<file path="src/rtl/cr_pkg.sv">
package cr_pkg;
  typedef enum logic {
    SEQ_IDLE = 1'b0,
    SEQ_RUN  = 1'b1
  } seq_state_e;
endpackage

</file>
<file path="src/rtl/cr_half_tick.sv">
module cr_half_tick #(
  parameter int DIV_W = 8
) (
  input  logic             clk,
  input  logic             rst_n,
  input  logic             restart,
  input  logic             run,
  input  logic [DIV_W-1:0] half_len,
  output logic             tick
);
  logic [DIV_W-1:0] cnt;
  logic             at_end;

  assign at_end = (cnt == half_len - DIV_W'(1));
  assign tick   = run && at_end;

  always_ff @(posedge clk or negedge rst_n) begin
    if (!rst_n)              cnt <= '0;
    else if (restart || !run) cnt <= '0;
    else if (at_end)         cnt <= '0;
    else                     cnt <= cnt + DIV_W'(1);
  end

  // the period counter never runs past the latched half period
  assert_cnt_in_range_R3: assert property (@(posedge clk) disable iff (!rst_n)
    run |-> (cnt < half_len));
endmodule

</file>
<file path="src/rtl/cr_frame_seq.sv">
module cr_frame_seq
  import cr_pkg::*;
#(
  parameter int CMD_W   = 8,
  parameter int RSP_MIN = 4,
  parameter int RSP_MAX = 16,
  parameter int LEN_W   = 5,
  parameter int DIV_W   = 8,
  parameter int HC_W    = 6
) (
  input  logic             clk,
  input  logic             rst_n,
  input  logic             cmd_valid,
  input  logic [LEN_W-1:0] rsp_len,
  input  logic [DIV_W-1:0] sclk_div,
  input  logic             tick,
  output logic             accept,
  output logic             busy,
  output logic             launch,
  output logic             sample,
  output logic             fin,
  output logic [HC_W-1:0]  hcnt,
  output logic [LEN_W-1:0] nlen,
  output logic [DIV_W-1:0] half_len,
  output logic             sclk,
  output logic             sel_n
);
  localparam int TURN_HALF = 2 * (CMD_W + 1) - 1;

  seq_state_e       state;
  logic [HC_W-1:0]  next_h;
  logic [HC_W-1:0]  last_half;
  logic [HC_W-1:0]  next_clk;
  logic             step;
  logic [LEN_W-1:0] len_clamped;
  logic [DIV_W-1:0] half_raw;

  assign busy   = (state == SEQ_RUN);
  assign accept = cmd_valid && !busy;

  always_comb begin
    if (rsp_len < LEN_W'(RSP_MIN))      len_clamped = LEN_W'(RSP_MIN);
    else if (rsp_len > LEN_W'(RSP_MAX)) len_clamped = LEN_W'(RSP_MAX);
    else                                len_clamped = rsp_len;
  end

  assign half_raw = sclk_div >> 1;

  assign next_h    = hcnt + HC_W'(1);
  assign next_clk  = next_h >> 1;
  assign last_half = HC_W'(TURN_HALF) + HC_W'({nlen, 1'b0});
  assign fin       = busy && tick && (hcnt == last_half);
  assign step      = busy && tick && !fin;
  // falling edges 1..CMD_W move the next command bit (or a trailing zero) out
  assign launch    = step && !next_h[0] && (next_clk <= HC_W'(CMD_W));
  // rising edges after the turnaround clock capture reply bits
  assign sample    = step && next_h[0] && (next_clk >= HC_W'(CMD_W + 1));

  always_ff @(posedge clk or negedge rst_n) begin
    if (!rst_n) begin
      state    <= SEQ_IDLE;
      hcnt     <= '0;
      nlen     <= LEN_W'(RSP_MIN);
      half_len <= DIV_W'(1);
      sclk     <= 1'b0;
      sel_n    <= 1'b1;
    end else if (accept) begin
      state    <= SEQ_RUN;
      hcnt     <= '0;
      nlen     <= len_clamped;
      half_len <= (half_raw == '0) ? DIV_W'(1) : half_raw;
      sclk     <= 1'b0;
      sel_n    <= 1'b0;
    end else if (fin) begin
      state    <= SEQ_IDLE;
      sclk     <= 1'b0;
      sel_n    <= 1'b1;
    end else if (step) begin
      hcnt     <= next_h;
      sclk     <= next_h[0];
    end
  end

  assert_sel_low_in_frame_R2: assert property (@(posedge clk) disable iff (!rst_n)
    busy |-> !sel_n);
  assert_idle_lines_R1: assert property (@(posedge clk) disable iff (!rst_n)
    !busy |-> (!sclk && sel_n));
  assert_sclk_moves_on_tick_R3: assert property (@(posedge clk) disable iff (!rst_n)
    (busy && !tick) |=> $stable(sclk));
  assert_len_in_range_R8: assert property (@(posedge clk) disable iff (!rst_n)
    busy |-> (nlen >= LEN_W'(RSP_MIN) && nlen <= LEN_W'(RSP_MAX)));
  assert_settings_held_R10: assert property (@(posedge clk) disable iff (!rst_n)
    (busy && !fin) |=> ($stable(nlen) && $stable(half_len) && busy));
endmodule

</file>
<file path="src/rtl/cr_cmd_shifter.sv">
module cr_cmd_shifter #(
  parameter int CMD_W = 8
) (
  input  logic             clk,
  input  logic             rst_n,
  input  logic             load,
  input  logic [CMD_W-1:0] cmd,
  input  logic             shift,
  input  logic             clear,
  output logic             sdo
);
  logic [CMD_W-1:0] sreg;

  always_ff @(posedge clk or negedge rst_n) begin
    if (!rst_n) begin
      sreg <= '0;
      sdo  <= 1'b0;
    end else if (load) begin
      sdo  <= cmd[CMD_W-1];
      sreg <= cmd << 1;
    end else if (clear) begin
      sreg <= '0;
      sdo  <= 1'b0;
    end else if (shift) begin
      sdo  <= sreg[CMD_W-1];
      sreg <= sreg << 1;
    end
  end
endmodule

</file>
<file path="src/rtl/cr_rsp_shifter.sv">
module cr_rsp_shifter #(
  parameter int RSP_MAX = 16
) (
  input  logic               clk,
  input  logic               rst_n,
  input  logic               clear,
  input  logic               sample,
  input  logic               sdi,
  input  logic               fin,
  output logic               rsp_valid,
  output logic [RSP_MAX-1:0] rsp_data
);
  logic [RSP_MAX-1:0] acc;

  always_ff @(posedge clk or negedge rst_n) begin
    if (!rst_n)      acc <= '0;
    else if (clear)  acc <= '0;
    else if (sample) acc <= {acc[RSP_MAX-2:0], sdi};
  end

  always_ff @(posedge clk or negedge rst_n) begin
    if (!rst_n) begin
      rsp_valid <= 1'b0;
      rsp_data  <= '0;
    end else begin
      rsp_valid <= fin;
      if (fin) rsp_data <= acc;
    end
  end

  assert_single_pulse_R9: assert property (@(posedge clk) disable iff (!rst_n)
    rsp_valid |=> !rsp_valid);
endmodule

</file>
<file path="src/rtl/cr_serial_master.sv">
module cr_serial_master #(
  parameter int CMD_W   = 8,
  parameter int RSP_MIN = 4,
  parameter int RSP_MAX = 16,
  parameter int LEN_W   = 5,
  parameter int DIV_W   = 8
) (
  input  logic               clk,
  input  logic               rst_n,
  input  logic               cmd_valid,
  output logic               cmd_ready,
  input  logic [CMD_W-1:0]   cmd_byte,
  input  logic [LEN_W-1:0]   rsp_len,
  input  logic [DIV_W-1:0]   sclk_div,
  output logic               busy,
  output logic               rsp_valid,
  output logic [RSP_MAX-1:0] rsp_data,
  output logic               ser_clk,
  output logic               ser_sel_n,
  output logic               ser_out,
  input  logic               ser_in
);
  localparam int HC_W = $clog2(2 * (CMD_W + 1 + RSP_MAX) + 1);

  logic             accept, launch, sample, fin, tick;
  logic [HC_W-1:0]  hcnt;
  logic [LEN_W-1:0] nlen;
  logic [DIV_W-1:0] half_len;

  assign cmd_ready = !busy;

  cr_frame_seq #(
    .CMD_W(CMD_W), .RSP_MIN(RSP_MIN), .RSP_MAX(RSP_MAX),
    .LEN_W(LEN_W), .DIV_W(DIV_W), .HC_W(HC_W)
  ) u_seq (
    .clk(clk), .rst_n(rst_n), .cmd_valid(cmd_valid), .rsp_len(rsp_len),
    .sclk_div(sclk_div), .tick(tick), .accept(accept), .busy(busy),
    .launch(launch), .sample(sample), .fin(fin), .hcnt(hcnt), .nlen(nlen),
    .half_len(half_len), .sclk(ser_clk), .sel_n(ser_sel_n)
  );

  cr_half_tick #(.DIV_W(DIV_W)) u_tick (
    .clk(clk), .rst_n(rst_n), .restart(accept), .run(busy),
    .half_len(half_len), .tick(tick)
  );

  cr_cmd_shifter #(.CMD_W(CMD_W)) u_cmd (
    .clk(clk), .rst_n(rst_n), .load(accept), .cmd(cmd_byte),
    .shift(launch), .clear(fin), .sdo(ser_out)
  );

  cr_rsp_shifter #(.RSP_MAX(RSP_MAX)) u_rsp (
    .clk(clk), .rst_n(rst_n), .clear(accept), .sample(sample),
    .sdi(ser_in), .fin(fin), .rsp_valid(rsp_valid), .rsp_data(rsp_data)
  );

  assert_out_quiet_after_cmd_R6: assert property (@(posedge clk) disable iff (!rst_n)
    (busy && hcnt >= HC_W'(2 * CMD_W)) |-> !ser_out);
  assert_idle_out_low_R1: assert property (@(posedge clk) disable iff (!rst_n)
    !busy |-> !ser_out);
  assert_upper_bits_clear_R9: assert property (@(posedge clk) disable iff (!rst_n)
    rsp_valid |-> ((rsp_data >> nlen) == '0));
  assert_reply_with_idle_R9: assert property (@(posedge clk) disable iff (!rst_n)
    rsp_valid |-> (ser_sel_n && !ser_clk));
endmodule

</file>
<file path="config.mk">
export PLATFORM = sky130hd
export DESIGN_NAME = cr_serial_master
export DESIGN_NICKNAME = d
export VERILOG_FILES = /design/src/rtl/cr_pkg.sv /design/src/rtl/cr_half_tick.sv /design/src/rtl/cr_frame_seq.sv /design/src/rtl/cr_cmd_shifter.sv /design/src/rtl/cr_rsp_shifter.sv /design/src/rtl/cr_serial_master.sv
export SDC_FILE = /design/constraint.sdc
export NUM_CORES = 1
export LEC_CHECK = 0
export BUFFER_PORTS_ARGS = -buffer_cell sky130_fd_sc_hd__buf_2
export CAP_MARGIN = 40
export CORE_MARGIN = 2
export CORE_UTILIZATION = 62
export DETAILED_ROUTE_END_ITERATION = 8
export GPL_TIMING_DRIVEN = 0
export PLACE_DENSITY_LB_ADDON = 0.15
export SYNTH_ARGS = -nofsm -noshare
export SYNTH_HDL_FRONTEND = slang
export SYNTH_SLANG_ARGS = --single-unit
</file>
<file path="constraint.sdc">
create_clock -name clk -period 4.6 [get_ports clk]
set_clock_uncertainty 0.2 [all_clocks]
set_input_delay 0.23 -clock clk [delete_from_list [all_inputs] [get_ports clk]]
set_output_delay 0.23 -clock clk [all_outputs]
set_load 0.01 [all_outputs]
</file>
# Word-level counts from Yosys, hierarchy flattened

Cells that the tools add are included.

Bits in registers: 72
Input port bits: 25
Output and inout bits: 22
Word-level logic and storage cells: 66

$add $sub $neg: 4
Magnitude comparators: 4
Equality and inequality tests: 3
Muxes and demuxes: 23
Reduce and logical (&&, ||, !) cells: 20

Operator list:

| cell                  | count |
|---|---|
| $mux W8               | 5 |
| $mux W16              | 2 |
| $mux W6               | 3 |
| $mux W1               | 10 |
| $mux W5               | 2 |
| $logic_and A1 B1 Y1   | 9 |
| $add A8 B1 Y8 const B | 1 |
| $eq A8 B8 Y1          | 1 |
| $logic_not A8 Y1      | 1 |
| $sub A8 B1 Y8 const B | 1 |
| $mux W7               | 1 |
| $add A5 B6 Y6 const A | 1 |
| $add A6 B1 Y6 const B | 1 |
| $eq A6 B6 Y1          | 1 |
| $reduce_bool A2 Y1    | 3 |
| $reduce_bool A3 Y1    | 2 |
| $ge A5 B4 Y1 const B  | 1 |
| $gt A5 B5 Y1 const B  | 1 |
| $le A5 B4 Y1 const B  | 1 |
| $lt A5 B3 Y1 const B  | 1 |
| $logic_not A1 Y1      | 3 |
| $ne A2 B2 Y1 const B  | 1 |
| $reduce_and A2 Y1     | 1 |
| $logic_or A1 B1 Y1    | 1 |

# Depth between registers and ports, before layout

Depth in word-level cells: 12
Mapped depth: 10
Depth with buffers taken out: 8

# Cells and area by module

Synthesis repeated with hierarchy kept, for this count alone.

Cell total of the unflattened synthesis: 323
Area, all modules: 3654.8 um^2

By module, submodules not included:

| module           | instances | cells each | area an instance (um^2) | seq. area each (um^2) |
|---|---|---|---|---|
| cr_rsp_shifter   | 1         | 87         | 1330.0                  | 825.8 |
| cr_frame_seq     | 1         | 121        | 1211.2                  | 529.3 |
| cr_half_tick     | 1         | 78         | 699.4                   | 200.2 |
| cr_cmd_shifter   | 1         | 36         | 410.4                   | 200.2 |
| cr_serial_master | 1         | 1          | 3.8                     | 0.0 |

# Least setup slack after synthesis

OpenSTA, ideal clock, no wires.

Path type: flip-flop to flip-flop
From: register u_seq.half_len[0]
To: register u_rsp.rsp_data[0]
Library setup time: 127 ps
Data arrival time: 2425 ps
Data required time: 4273 ps
Path slack: 1848 ps
Stages on the path, launching flop included: 9
Period minus slack after synthesis: 2752 ps
Cell sequence: dfstp_2 > inv_1 > ha_1 > xnor2_1 > a211oi_2 > o311ai_2 > or4_1 > buf_4 > mux2_1

Longest elaborated chain between the ends: 5

Ends and longest elaborated chain:

| item                              | RTL line             | source |
|---|---|---|
| start, declared                   | cr_frame_seq.sv:24   | `output logic [DIV_W-1:0] half_len,` |
| start signal, assigned            | cr_frame_seq.sv:71   | `half_len <= (half_raw == '0) ? DIV_W'(1) : half_raw;` |
| $sub A8 B1 Y8                     | cr_half_tick.sv:14   | `assign at_end = (cnt == half_len - DIV_W'(1));` |
| $eq A8 B8 Y1                      | cr_half_tick.sv:14   |  |
| $logic_and A1 B1 Y1               | cr_half_tick.sv:15   | `assign tick = run && at_end;` |
| $logic_and A1 B1 Y1 (2 in series) | cr_frame_seq.sv:52   | `assign fin = busy && tick && (hcnt == last_half);` |
| end signal, assigned              | cr_rsp_shifter.sv:24 | `rsp_data <= '0;` |
| end signal, assigned              | cr_rsp_shifter.sv:27 | `if (fin) rsp_data <= acc;` |
| end, declared                     | cr_rsp_shifter.sv:11 | `output logic [RSP_MAX-1:0] rsp_data` |

Every way passes these cells.
A chain may end at the register's enable or synchronous reset.

# Worst setup path after layout

From: register u_seq.half_len[0]
To: register u_cmd.sreg[4]

Longest elaborated chain between the ends: 10

Ends and longest elaborated chain:

| item                              | RTL line                               | source |
|---|---|---|
| $sub A8 B1 Y8 *                   | cr_half_tick.sv:14                     |  |
| $eq A8 B8 Y1 *                    | cr_half_tick.sv:14                     |  |
| $logic_and A1 B1 Y1 *             | cr_half_tick.sv:15                     |  |
| $logic_and A1 B1 Y1 *             | cr_frame_seq.sv:52, cr_frame_seq.sv:53 |  |
| $logic_and A1 B1 Y1               | cr_frame_seq.sv:52                     |  |
| $logic_not A1 Y1                  | cr_frame_seq.sv:53                     | `assign step = busy && tick && !fin;` |
| $logic_and A1 B1 Y1               | cr_frame_seq.sv:53                     |  |
| $logic_and A1 B1 Y1 (2 in series) | cr_frame_seq.sv:55                     | `assign launch = step && !next_h[0] && (next_clk <= HC_W'(CMD_W));` |
| $reduce_bool A3 Y1 (no line)      | n/a                                    |  |
| end signal, assigned              | cr_cmd_shifter.sv:20                   | `sreg <= cmd << 1;` |
| end signal, assigned              | cr_cmd_shifter.sv:26                   | `sreg <= sreg << 1;` |
| end, declared                     | cr_cmd_shifter.sv:12                   | `logic [CMD_W-1:0] sreg;` |

Mark *: on every way between the ends. The rest lies on a longest branch, timed or not.

==> impl_metrics.py <==
metrics = {
    "logic_synthesis": {
        "syn_inst": 368,
        "synth_top_area_share_pct": 47.8,
        "synth-seq-cells": 70,
        "avgSynthCellArea_um2": 9.54,
        "synthFlopType": "dfrtp_1",
        "synth.cells.most_frequent": "nand2_1 (72), dfrtp_1 (67), o21ai_0 (22)",
        "synth_cell_type_count": 52,
        "netlist_top_cells_area": "dfrtp_1 (48%), nand2_1 (7.7%), mux2i_1 (5.4%), o21ai_0 (3.1%), nand3_1 (2.9%)",
        "synth_nets": 396,
        "synth_async_sr_flop_share_pct": 100,
        "ys_seq_area_share_pct": 50.0,
        "synth_area_leader_cell": "dfrtp_1",
        "yosys_warnings": 0,
        "syn_area_um2": 3510,
        "synth_edf_count": 0,
        "yosysMostFrequentCell": "nand2_1",
    },
    "critical_path": {
        "rrSetupSlack_ns": 1.38,
        "worstSetupStartpointType": "flip-flop",
        "reg2regPathDepth": 10,
        "critPathKind": "reg -> reg",
        "reg2reg_to": "u_cmd.sreg[4]",
        "worstReg2RegStart": "u_seq.half_len[0]",
        "required_ns": 4.67,
        "cp.arrival_ns": 3.29,
        "cp_max_fo": 10,
        "endpoint_kind": "flip-flop",
    },
    "timing": {
        "slew_headroom_pct": 46.7,
        "setup_slack_ns": 1.38,
        "setup_viol": 0,
        "fin_setup_tns_ns": 0,
        "hold_ws_ns": 0.0131,
        "finalCriticalPeriod_ns": 3.22,
        "rsz0062_at_grt": "no",
        "final-hold-violation-count": 0,
        "timing.final.crit_share_pct": 69.9,
        "maxSlewViolCount": 0,
        "max_freq_mhz": 311,
        "tightest_slew_ns": 0.798,
    },
    "finish": {
        "fin_util_pct": 77.5,
        "syn_to_final_growth_pct": 20.8,
        "n_antenna_cell": 0,
        "drive_gt1_share_pct": 18.6,
        "nets": 474,
        "final_area_um2": 4240,
    },
    "global_route": {
        "grtUsageTotal_pct": 28.7,
        "grt_util_met2_pct": 49.2,
        "top_usage_layer": "met2",
        "grtUsageMet3_pct": 6.36,
        "grt_max_degree": 37,
        "grt_pass1_wl_um": 13700,
        "grt_overflow": 0,
        "gr-usage-met1_pct": 35.1,
        "grt_pass1_vias": 3052,
        "antenna_found_initial": 0,
    },
    "placed_design": {
        "finalWeightedCongestion": 0.842,
        "post-place-ws_ns": 1.43,
        "portBuffers": 45,
        "dpl_cell_area_um2": 3850,
        "dp_hpwl_um": 5490,
    },
    "run": {
        "cap_viol_max_count": 0,
    },
    "floorplan": {
        "rows": 27,
        "coreArea_um2": 5470,
        "die_area_um2": 6280,
        "fp.dieW_um": 79.3,
        "initial_core_util_pct": 64.2,
        "die_h_um": 79.3,
        "io-pin-count": 47,
    },
    "routing": {
        "routed_via_density": 5.58,
        "dr.pass1.iters": 4,
        "drt-total-wl_um": 8130,
        "wl_per_cell_um": 15.6,
        "first_iter_violations": 170,
        "route.detailed.drc": 0,
        "ant_nets": 0,
        "dr_total_vias": 2919,
    },
    "clock_tree": {
        "tritoncts": "done",
        "clockBufferDepth": 2,
        "clkSinkCount": 70,
        "clock_latency_ns": 0.35,
        "root_buffer": "clkbuf_8",
        "h-tree-depth": 3,
        "cts_setup_buffers": 0,
        "cts_buffers": 9,
        "clkTransAtPathRegs_ns": 0.07,
    },
    "pwr": {
        "p_leak_nw": 2.16,
        "worst_ir_drop_vdd_mv": 0.286,
        "pwr_density_cell_nw_per_um2": 485,
    },
    "worst_hold_path": {
        "whs_path_depth": 3,
        "hold_start": "cmd_byte[3]",
        "whs_endpoint": "u_cmd.sreg[4]",
        "hp-class": "in -> reg",
    },
    "run_status": {
        "status": "finished, final reports clean",
    },
}
cells by family after synthesis:
group | synth area share, %
adders and majority gates | 1.07
DFF | 50.0
muxes | 6.70
AOI/OAI and AO/OA | 10.7
xor gates and xnor gates | 4.99
and+or+nand+nor | 21.5
buffers and inverters | 5.06
how the worst max path moves through the flow:
stage / slack, ns / from / end
after global routing: 1.23 / u_seq.half_len[0] / u_cmd.sreg[6]
after detailed placement: 1.43 / u_seq.half_len[0] / u_cmd.sreg[4]
after CTS: 1.37 / u_seq.half_len[0] / u_cmd.sreg[4]
after global placement: 1.51 / u_seq.half_len[0] / u_cmd.sreg[6]
after floorplan: 1.85 / u_seq.half_len[0] / u_rsp.rsp_data[0]
final: 1.38 / u_seq.half_len[0] / u_cmd.sreg[4]
state kept, by name (all words and copies together), names as in the netlist:
name	cells
u_seq.sclk	1
u_cmd.sdo	1
u_cmd.sreg	7
u_seq.half_len	7
u_rsp.rsp_valid	1
u_tick.cnt	8
u_seq.busy	1
u_rsp.rsp_data	16
u_rsp.acc	16
u_seq.sel_n	1
u_seq.nlen	5
u_seq.hcnt	6
through the flow:
step,power (mW),cells
2_1_floorplan,1.40,368
3_3_place_gp,1.54,485
3_5_place_dp,1.58,486
4_1_cts,2.06,523
5_1_grt,2.20,523
6_report,2.06,523
critical path, stage by stage (launching register included):
cell,delay (ns)
dfstp_2,0.59
inv_1,0.07
ha_1,0.27
and3b_2,0.24
o21a_1,0.21
o311ai_2,0.73
or4_1,0.23
buf_4,0.16
buf_4,0.18
o21ai_0,0.09
a21oi_1,0.16
cell type report:
class                           count  area [um2]
Tap cell                           72        90.1
Buffer                             19         106
Sequential cell                    70        1760
Multi-Input combinational cell    260        1580
Fill cell                         405        1230
Clock inverter                      6        45.0
Inverter                           19        71.3
Timing Repair Buffer               67         458
Clock buffer                       10         138
timing repair:
item / CTS / global route
setup endpoints to repair: 0 / 0
hold endpoints to repair: 56 / 0
gates resized for setup: 0 / 0
hold buffers: 21 / 0
cells in the final DEF (no fill, tap or decap), types with 4 or more instances in the layout:
cell and instances:
nor2_1 14, a21oi_1 18, clkbuf_8 10, nor3_1 11
xor2_1 10, buf_2 47, nand3_1 20, nor2b_1 5
o21ai_0 22, clkbuf_1 11, inv_1 19, dfrtp_1 67
nand2_1 72, or4_1 5, and3_1 4, dlygate4sd3_1 21
o21ai_1 4, mux2_1 4, nand4_1 6, mux2i_1 19
xnor2_1 10
report_power, final:
group,total (mW),switching (mW),internal [mW]
clock network,0.459,0.246,0.213
registers,0.941,0.149,0.791
logic,0.656,0.369,0.287
total,2.06,0.765,1.29
routing by layer:
| metal | vias to the layer above | routed length [um] |
|---|---|---|
| li1 | 1412 | - |
| met1 | 1421 | 3640 |
| met2 | 72 | 3990 |
| met3 | 14 | 363 |
| met4 | 0 | 141 |
| met5 | - | 0 |
Power figures use the tool's default switching activity.
